--- src/rtl/xlate_pkg.sv ---
package xlate_pkg;

  typedef enum logic [1:0] {
    FLT_NONE     = 2'd0,
    FLT_MISS     = 2'd1,
    FLT_INVALID  = 2'd2,
    FLT_MODIFIED = 2'd3
  } tlbFault_t;

  // Per-entry strobes from control to datapath
  typedef struct packed {
    logic load;  // capture write-port data this edge
    logic win;   // this entry supplies the lookup result
  } entryCtl_t;

endpackage

--- src/rtl/xlate_tlb_dp.sv ---
module xlate_tlb_dp
  import xlate_pkg::*;
#(
  parameter int ENTRIES = 8,
  parameter int VA_W    = 32,
  parameter int ASID_W  = 8,
  parameter int PFN_W   = 20
) (
  input  logic                     clk,
  input  logic                     rstN,
  input  entryCtl_t [ENTRIES-1:0]  ctl,
  input  logic                     pass,
  input  logic [VA_W-1:0]          vaddr,
  input  logic [ASID_W-1:0]        asid,
  input  logic [VA_W-14:0]         wrTag,
  input  logic [ASID_W-1:0]        wrAsid,
  input  logic                     wrGlobal,
  input  logic [PFN_W-1:0]         wrPfnEven,
  input  logic [PFN_W-1:0]         wrPfnOdd,
  input  logic                     wrValidEven,
  input  logic                     wrValidOdd,
  input  logic                     wrDirtyEven,
  input  logic                     wrDirtyOdd,
  output logic [ENTRIES-1:0]       matchVec,
  output logic                     selValid,
  output logic                     selDirty,
  output logic [PFN_W+11:0]        physAddr,
  output logic                     writeOk
);

  localparam int TAG_W = VA_W - 13;

  logic [TAG_W-1:0]  tagQ     [ENTRIES];
  logic [ASID_W-1:0] asidQ    [ENTRIES];
  logic              globalQ  [ENTRIES];
  logic [PFN_W-1:0]  pfnEvenQ [ENTRIES];
  logic [PFN_W-1:0]  pfnOddQ  [ENTRIES];
  logic              vEvenQ   [ENTRIES];
  logic              vOddQ    [ENTRIES];
  logic              dEvenQ   [ENTRIES];
  logic              dOddQ    [ENTRIES];

  logic [TAG_W-1:0] lookTag;
  logic             oddPage;
  logic [PFN_W-1:0] selPfn;

  assign lookTag = vaddr[VA_W-1:13];
  assign oddPage = vaddr[12];

  for (genvar g = 0; g < ENTRIES; g++) begin : gEntry
    always_ff @(posedge clk) begin
      if (!rstN) begin
        tagQ[g]     <= '0;
        asidQ[g]    <= '0;
        globalQ[g]  <= 1'b0;
        pfnEvenQ[g] <= '0;
        pfnOddQ[g]  <= '0;
        vEvenQ[g]   <= 1'b0;
        vOddQ[g]    <= 1'b0;
        dEvenQ[g]   <= 1'b0;
        dOddQ[g]    <= 1'b0;
      end else if (ctl[g].load) begin
        tagQ[g]     <= wrTag;
        asidQ[g]    <= wrAsid;
        globalQ[g]  <= wrGlobal;
        pfnEvenQ[g] <= wrPfnEven;
        pfnOddQ[g]  <= wrPfnOdd;
        vEvenQ[g]   <= wrValidEven;
        vOddQ[g]    <= wrValidOdd;
        dEvenQ[g]   <= wrDirtyEven;
        dOddQ[g]    <= wrDirtyOdd;
      end
    end

    assign matchVec[g] = (tagQ[g] == lookTag) &&
                         (globalQ[g] || (asidQ[g] == asid));
  end

  // AND-OR mux driven by the one-hot winner strobe
  always_comb begin
    selPfn   = '0;
    selValid = 1'b0;
    selDirty = 1'b0;
    for (int i = 0; i < ENTRIES; i++) begin
      if (ctl[i].win) begin
        selPfn   = selPfn   | (oddPage ? pfnOddQ[i] : pfnEvenQ[i]);
        selValid = selValid | (oddPage ? vOddQ[i]   : vEvenQ[i]);
        selDirty = selDirty | (oddPage ? dOddQ[i]   : dEvenQ[i]);
      end
    end
  end

  assign physAddr = pass ? {selPfn, vaddr[11:0]} : '0;
  assign writeOk  = pass & selDirty;

endmodule

--- src/rtl/xlate_tlb_ctl.sv ---
module xlate_tlb_ctl
  import xlate_pkg::*;
#(
  parameter int ENTRIES = 8,
  parameter int IDX_W   = $clog2(ENTRIES)
) (
  input  logic                     wrEn,
  input  logic [IDX_W-1:0]         wrIdx,
  input  logic [ENTRIES-1:0]       matchVec,
  input  logic                     selValid,
  input  logic                     selDirty,
  input  logic                     isWrite,
  output entryCtl_t [ENTRIES-1:0]  ctl,
  output tlbFault_t                fault,
  output logic                     pass
);

  logic [ENTRIES-1:0] winVec;
  logic               hit;

  // Lowest index match takes the lookup
  always_comb begin
    winVec = '0;
    hit    = 1'b0;
    for (int i = 0; i < ENTRIES; i++) begin
      if (matchVec[i] && !hit) begin
        winVec[i] = 1'b1;
        hit       = 1'b1;
      end
    end
  end

  for (genvar g = 0; g < ENTRIES; g++) begin : gStrobe
    assign ctl[g].load = wrEn && (wrIdx == IDX_W'(g));
    assign ctl[g].win  = winVec[g];
  end

  always_comb begin
    if (!hit)                      fault = FLT_MISS;
    else if (!selValid)            fault = FLT_INVALID;
    else if (isWrite && !selDirty) fault = FLT_MODIFIED;
    else                           fault = FLT_NONE;
  end

  assign pass = (fault == FLT_NONE);

endmodule

--- src/rtl/xlate_tlb.sv ---
module xlate_tlb
  import xlate_pkg::*;
#(
  parameter int ENTRIES = 8,
  parameter int VA_W    = 32,
  parameter int ASID_W  = 8,
  parameter int PFN_W   = 20,
  parameter int IDX_W   = $clog2(ENTRIES),
  parameter int TAG_W   = VA_W - 13
) (
  input  logic              clk,
  input  logic              rstN,
  input  logic [VA_W-1:0]   vaddr,
  input  logic [ASID_W-1:0] asid,
  input  logic              isWrite,
  output logic [PFN_W+11:0] physAddr,
  output logic              writeOk,
  output logic [1:0]        fault,
  input  logic              wrEn,
  input  logic [IDX_W-1:0]  wrIdx,
  input  logic [TAG_W-1:0]  wrTag,
  input  logic [ASID_W-1:0] wrAsid,
  input  logic              wrGlobal,
  input  logic [PFN_W-1:0]  wrPfnEven,
  input  logic [PFN_W-1:0]  wrPfnOdd,
  input  logic              wrValidEven,
  input  logic              wrValidOdd,
  input  logic              wrDirtyEven,
  input  logic              wrDirtyOdd
);

  entryCtl_t [ENTRIES-1:0] ctl;
  logic [ENTRIES-1:0]      matchVec;
  logic                    selValid;
  logic                    selDirty;
  logic                    pass;
  tlbFault_t               faultCode;

  xlate_tlb_ctl #(.ENTRIES(ENTRIES), .IDX_W(IDX_W)) u_ctl (
    .wrEn     (wrEn),
    .wrIdx    (wrIdx),
    .matchVec (matchVec),
    .selValid (selValid),
    .selDirty (selDirty),
    .isWrite  (isWrite),
    .ctl      (ctl),
    .fault    (faultCode),
    .pass     (pass)
  );

  xlate_tlb_dp #(.ENTRIES(ENTRIES), .VA_W(VA_W), .ASID_W(ASID_W), .PFN_W(PFN_W)) u_dp (
    .clk         (clk),
    .rstN        (rstN),
    .ctl         (ctl),
    .pass        (pass),
    .vaddr       (vaddr),
    .asid        (asid),
    .wrTag       (wrTag),
    .wrAsid      (wrAsid),
    .wrGlobal    (wrGlobal),
    .wrPfnEven   (wrPfnEven),
    .wrPfnOdd    (wrPfnOdd),
    .wrValidEven (wrValidEven),
    .wrValidOdd  (wrValidOdd),
    .wrDirtyEven (wrDirtyEven),
    .wrDirtyOdd  (wrDirtyOdd),
    .matchVec    (matchVec),
    .selValid    (selValid),
    .selDirty    (selDirty),
    .physAddr    (physAddr),
    .writeOk     (writeOk)
  );

  assign fault = faultCode;

endmodule

--- config.mk ---
export PLATFORM = sky130hd
export DESIGN_NAME = xlate_tlb
export DESIGN_NICKNAME = d
export VERILOG_FILES = /design/src/rtl/xlate_pkg.sv /design/src/rtl/xlate_tlb_dp.sv /design/src/rtl/xlate_tlb_ctl.sv /design/src/rtl/xlate_tlb.sv
export SDC_FILE = /design/constraint.sdc
export NUM_CORES = 1
export LEC_CHECK = 0
export BUFFER_PORTS_ARGS = -buffer_cell sky130_fd_sc_hd__buf_2
export CAP_MARGIN = 10
export CORE_MARGIN = 4
export CORE_UTILIZATION = 50
export DETAILED_ROUTE_END_ITERATION = 8
export GPL_TIMING_DRIVEN = 0
export PLACE_DENSITY = 0.78
export SLEW_MARGIN = 10
export SYNTH_ARGS = -nofsm -noshare
export SYNTH_HDL_FRONTEND = slang
export SYNTH_SLANG_ARGS = --single-unit
--- constraint.sdc ---
create_clock -name clk -period 16.45 [get_ports clk]
set_input_delay 1.645 -clock clk [delete_from_list [all_inputs] [get_ports clk]]
set_output_delay 1.645 -clock clk [all_outputs]
set_load 0.05 [all_outputs]
; After elaboration in Yosys (flattened, before gate mapping)
; Memory sizes are Yosys's and may differ from the RTL's.
; Cells that the tools add are included.
[word_totals]
ram_bits = 576
inputBits = 119
n_memories = 9
regBits = 0
[mem_list]
columns = name, words, word_bits, read_ports, rd_ports_with_merged_regs, wr, line_no
row1 = u_dp.pfnEvenQ, 8, 20, 8, 0, 8, xlate_tlb_dp.sv:36  ; logic [PFN_W-1:0] pfnEvenQ [ENTRIES];
row2 = u_dp.pfnOddQ, 8, 20, 8, 0, 8, xlate_tlb_dp.sv:37  ; logic [PFN_W-1:0] pfnOddQ [ENTRIES];
row3 = u_dp.tagQ, 8, 19, 8, 0, 8, xlate_tlb_dp.sv:33  ; logic [TAG_W-1:0] tagQ [ENTRIES];
row4 = u_dp.asidQ, 8, 8, 8, 0, 8, xlate_tlb_dp.sv:34  ; logic [ASID_W-1:0] asidQ [ENTRIES];
row5 = u_dp.dEvenQ, 8, 1, 8, 0, 8, xlate_tlb_dp.sv:40  ; logic dEvenQ [ENTRIES];
row6 = u_dp.dOddQ, 8, 1, 8, 0, 8, xlate_tlb_dp.sv:41  ; logic dOddQ [ENTRIES];
row7 = 3 more memories, -, -, -, -, -, -
[op_classes]
n_mux = 164
eq_ne = 23
reduce_logical = 42
n_bitwise = 94
[ops]
columns = cell, n
row1 = two-way mux 20 bit, 32
row2 = equality test 19 bit, 8
row3 = two-way mux 19 bit, 8
row4 = OR 20 bit, 7
row5 = two-way mux 1 bit, 112
row6 = OR 1 bit, 86
row7 = equality test 8 bit, 8
row8 = two-way mux 8 bit, 8
row9 = two-way mux 32 bit, 1
row10 = logical AND 1 bit, 24
row11 = equality test 3 bit (second input constant), 4
row12 = zero test 1 bit, 8
row13 = logical OR 1 bit, 8
row14 = equality test 3 x 2 -> 1 bit (second input constant), 2
row15 = two-way mux 2 bit, 3
row16 = equality test 3 x 1 -> 1 bit (second input constant), 1
row17 = zero test 3 bit, 1
row18 = zero test 2 bit, 1
row19 = bitwise AND 1 bit, 1

; Logic depth before layout (Yosys ltp)
[logic_depth]
word_depth = 33
ltp_mapped = 11
ltp_nobuf = 8

; Modules after synthesis
; Synthesis repeated with hierarchy kept, for this count alone.
[unflattened]
hier_cells = 1986
area_unflattened_um2 = 27262.4
[modules_own_cells]
columns = module, area_per_inst_um2, n_inst, seq_area_each_um2, cells_per_inst
row1 = xlate_tlb_dp, 27071.0, 1, 17246.5, 1956
row2 = xlate_tlb_ctl, 191.4, 1, 0.0, 30

; Least setup slack after synthesis
; Ideal clock, no wire load.
[synth_timing]
path_type = input to register
startpoint = in wrIdx[2]
endpoint = mem u_dp.asidQ[0][0] (enable)
t_arrival_ps = 7130
n_path_buf = 0
required_time_ps = 15840
setup_time_ps = 610
path_slack_ps = 8710
stages = 2
cell_sequence = nand2b_1 > o31ai_1
[synth_rtl]
columns = item, line_no
row1 = start: declaration, xlate_tlb.sv:20  ; input logic [IDX_W-1:0] wrIdx,
row2 = end: declaration, xlate_tlb_dp.sv:34

; Worst setup path after layout
[layout_timing]
startpoint = in vaddr[13]
endpoint = out writeOk
[layout_between]
elab_chain_cells = 32
[layout_rtl]
columns = item, line_no
row1 = start: declaration, xlate_tlb.sv:13  ; input logic [VA_W-1:0] vaddr,
row2 = equality test 19 bit, xlate_tlb_dp.sv:75  ; assign matchVec[g] = (tagQ[g] == lookTag) &&
row3 = logical AND 1 bit, xlate_tlb_dp.sv:75
row4 = two-way mux 1 bit, xlate_tlb_ctl.sv:26  ; if (matchVec[i] && !hit) begin
row5 = zero test 1 bit, xlate_tlb_ctl.sv:26
row6 = logical AND 1 bit, xlate_tlb_ctl.sv:26
row7 = two-way mux 1 bit, xlate_tlb_ctl.sv:26
row8 = zero test 1 bit, xlate_tlb_ctl.sv:26
row9 = logical AND 1 bit, xlate_tlb_ctl.sv:26
row10 = [... 16 more ...], -
row11 = two-way mux 1 bit, xlate_tlb_dp.sv:85  ; if (ctl[i].win) begin
row12 = zero test 1 bit, xlate_tlb_ctl.sv:41  ; else if (isWrite && !selDirty) fault = FLT_MODIFIED;
row13 = logical AND 1 bit, xlate_tlb_ctl.sv:41
row14 = two-way mux 2 bit, xlate_tlb_ctl.sv:41
row15 = two-way mux 2 bit, xlate_tlb_ctl.sv:40  ; else if (!selValid) fault = FLT_INVALID;
row16 = two-way mux 2 bit, xlate_tlb_ctl.sv:39  ; if (!hit) fault = FLT_MISS;
row17 = zero test 2 bit, xlate_tlb_ctl.sv:45  ; assign pass = (fault == FLT_NONE);
row18 = bitwise AND 1 bit (*), xlate_tlb_dp.sv:94  ; assign writeOk = pass & selDirty;
row19 = end: declaration, xlate_tlb.sv:17  ; output logic writeOk,
; Every way passes the cells marked *; elsewhere a longest branch is shown, timed or not.

==> metrics.cfg <==
[detailed_routing]
totalWireLength_mm = 79.18
vias_per_cell = 6.055
drt-initial-drc-count = 2337
wl_per_cell_um = 26.80
ant_nets = 0
drt_pre_antenna_iters = 6
drc = 0
vias = 17890

[clock_network]
cts_tree = built
cts_hold_buffers = 0
cts_setup_buffers = 0
cts.repair.resized = 0
clkLatencyLatePin_ps = 620
cts_buffer_depth = 3
clock-root-buffer = clkbuf_16
htreeDepth = 2
cts.sink_count = 576
cts.clk_slew.worst_paths_ps = 60
cts_buffers = 55

[timing]
rsz0062_at_grt = false
finalCritPeriodShare_pct = 46.30
worst_pin_slew_ps = 1348
finalSetupViolCount = 0
max_slew_margin_pct = 9.787
timing.fmax_ghz = 0.1313
slew_violations = 0
clock_skew_ps = 0
period_minus_slack_ps = 7616
whs_ps = 494.6
setup_tns_ps = 0
hold_viol_final = 0

[finish]
final_nets = 2330
syn2layout_area_growth_pct = 13.96
drive_above_1_share_pct = 15.53
nFillCells = 4150

[floorplanning]
die-area_um2 = 58560
placementRows = 85
start_util_pct = 50.67
core_area_um2 = 54030
fp.dieW_um = 242.0
io_pins = 154
die_y_um = 242.0

[synthesis]
synth_warnings = 0
async_flop_share_pct = 0
synth_edf_count = 571
synth_top_area_share_pct = 62.64
synth_area_per_cell_um2 = 13.64
yosys_register_bits = 576
synth_area_um2 = 27380
synth_area_leaders = edfxtp_1, and2_1, xor2_1
synth_nets = 2126
synth_commonest_cells = and2_1, edfxtp_1, xor2_1
synthDistinctLibCells = 51
ys.flop_type = edfxtp_1
syn_inst = 2007
yosysMostFrequentCell = and2_1
ys_seq_area_share_pct = 63.00
synth_top_area_cell = edfxtp_1

[setup_path]
worstReg2RegStart = u_dp.globalQ[1][0]
cp_data_arrival_time_ps = 5970
critical_path_buf_inv_count = 4
r2r.worst_path.cells = 1
endpoint_kind = output port
timing.critical_path.max_delay_family = simple AND/OR/NAND/NOR gates
crit_fanout = 10
path_cells = buf_2 -> xor2_1 -> nor4_1 -> nand4_1 -> nor3_2 -> or3_1 -> buf_4 -> a21oi_1 -> a2111oi_4 -> buf_4 -> a31oi_1 -> buf_2
cp-start-kind = primary input
critPathRequiredTime_ps = 14800
max_stage_delay_ps = 760
r2r_end = u_dp.globalQ[1][0]
timing.critical_path.from = vaddr[13]
rrSetupSlack_ps = 15780
crit_type = primary input to output port
cpMaxStageDelayCell = nor4_1
path_depth = 12
crit_path_end = writeOk

[global_routing]
grt_pass1_wl_mm = 115.8
track_usage_pct = 26.47
antenna_found_initial = 11
grt_max_degree = 41
grt_overflow_total = 0
grt_pass1_vias = 17760

[power_and_ir_drop]
power_leakage_nw = 11.57
power_density_nw_per_um2 = 103.4
irDropWorstVdd_uv = 74.40

[placed_design]
place_congestion = 0.8687
hpwl_mm = 54.39
portBuffers = 124

[status]
outcome = completed

[run]
max-cap-violations = 0

[min_path]
min_path_type = register to register

[per-layer routing]
layer | vias up | GRT usage, % | wire length (um)
met4 | 10 | 10.96 | 3438
met1 | 8961 | 35.92 | 30790
met3 | 200 | 5.600 | 8237
met5 | - | 0 | 54
li1 | 7640 | - | -
met2 | 1083 | 41.84 | 36670
[cell type report]
type / count / area [um^2] / area share [%]
inverter: 1 / 6.256 / 0.02005
buffer: 137 / 604.3 / 1.937
tap: 696 / 870.8 / 2.791
clock inverter: 27 / 224.0 / 0.7179
sequential: 576 / 17250 / 55.28
clock buffer: 73 / 1494 / 4.789
timing repair buffer: 147 / 1124 / 3.602
multi-input combinational: 1293 / 9614 / 30.82
antenna: 5 / 12.51 / 0.04011
[cells by family after synthesis]
family	count (synthesis)	synth area share (%)
XOR/XNOR	216	6.911
AO/OA/AOI/OAI	137	4.159
multiplexers	176	6.646
AND/OR/NAND/NOR	764	17.06
flip-flops	576	63.00
buffers and inverters	138	2.221
[state kept, by name, summed over array words and instances, names as in the netlist]
name,flops
u_dp.pfnEvenQ,160
u_dp.pfnOddQ,160
u_dp.tagQ,152
u_dp.asidQ,64
u_dp.dEvenQ,8
u_dp.dOddQ,8
u_dp.globalQ,8
u_dp.vEvenQ,8
u_dp.vOddQ,8
[worst min path at each step]
stage	start	slack (ps)	cells after the start	end
floorplan	u_dp.dEvenQ[1][0]	450	1	u_dp.dEvenQ[1][0]
global placement	u_dp.vEvenQ[1][0]	460	1	u_dp.vEvenQ[1][0]
detailed placement	u_dp.dOddQ[1][0]	480	1	u_dp.dOddQ[1][0]
CTS	u_dp.dOddQ[1][0]	490	1	u_dp.dOddQ[1][0]
global route	u_dp.dEvenQ[1][0]	510	1	u_dp.dEvenQ[1][0]
finish	u_dp.dOddQ[1][0]	490	1	u_dp.dOddQ[1][0]
[layout by cell type (no fill, tap or decap), types with 23 or more instances in the layout]
| cell | count |
|---|---|
| and2_1 | 572 |
| edfxtp_1 | 571 |
| xor2_1 | 193 |
| buf_2 | 154 |
| mux2i_1 | 130 |
| clkbuf_1 | 107 |
| clkbuf_16 | 55 |
| nor4_1 | 51 |
| nor3_1 | 46 |
| mux2_2 | 46 |
| nand3_1 | 34 |
| a21oi_1 | 29 |
| xnor2_1 | 23 |
[power breakdown]
part | switching [W] | internal [W] | leakage [nW]
sequential | 0.0000327 | 0.00171 | 5.56
clock | 0.000543 | 0.000684 | 0.840
combinational | 0.000162 | 0.0000932 | 5.17
total | 0.000737 | 0.00249 | 11.6
[metrics by stage]
stage	setup slack [ps]	power, W	utilization [%]	instance area [um^2]	cells
2_1_floorplan	8710	0.001918	-	27380	2007
3_3_place_gp	5376	0.002014	53.43	28870	2827
3_5_place_dp	8984	0.002024	54.53	29460	2850
4_1_cts	8976	0.003224	57.71	31180	2950
5_1_grt	8759	0.003314	57.73	31190	2953
6_report	8834	0.003224	57.74	31200	2955
Note: power is estimated with default switching activity, not from simulation.
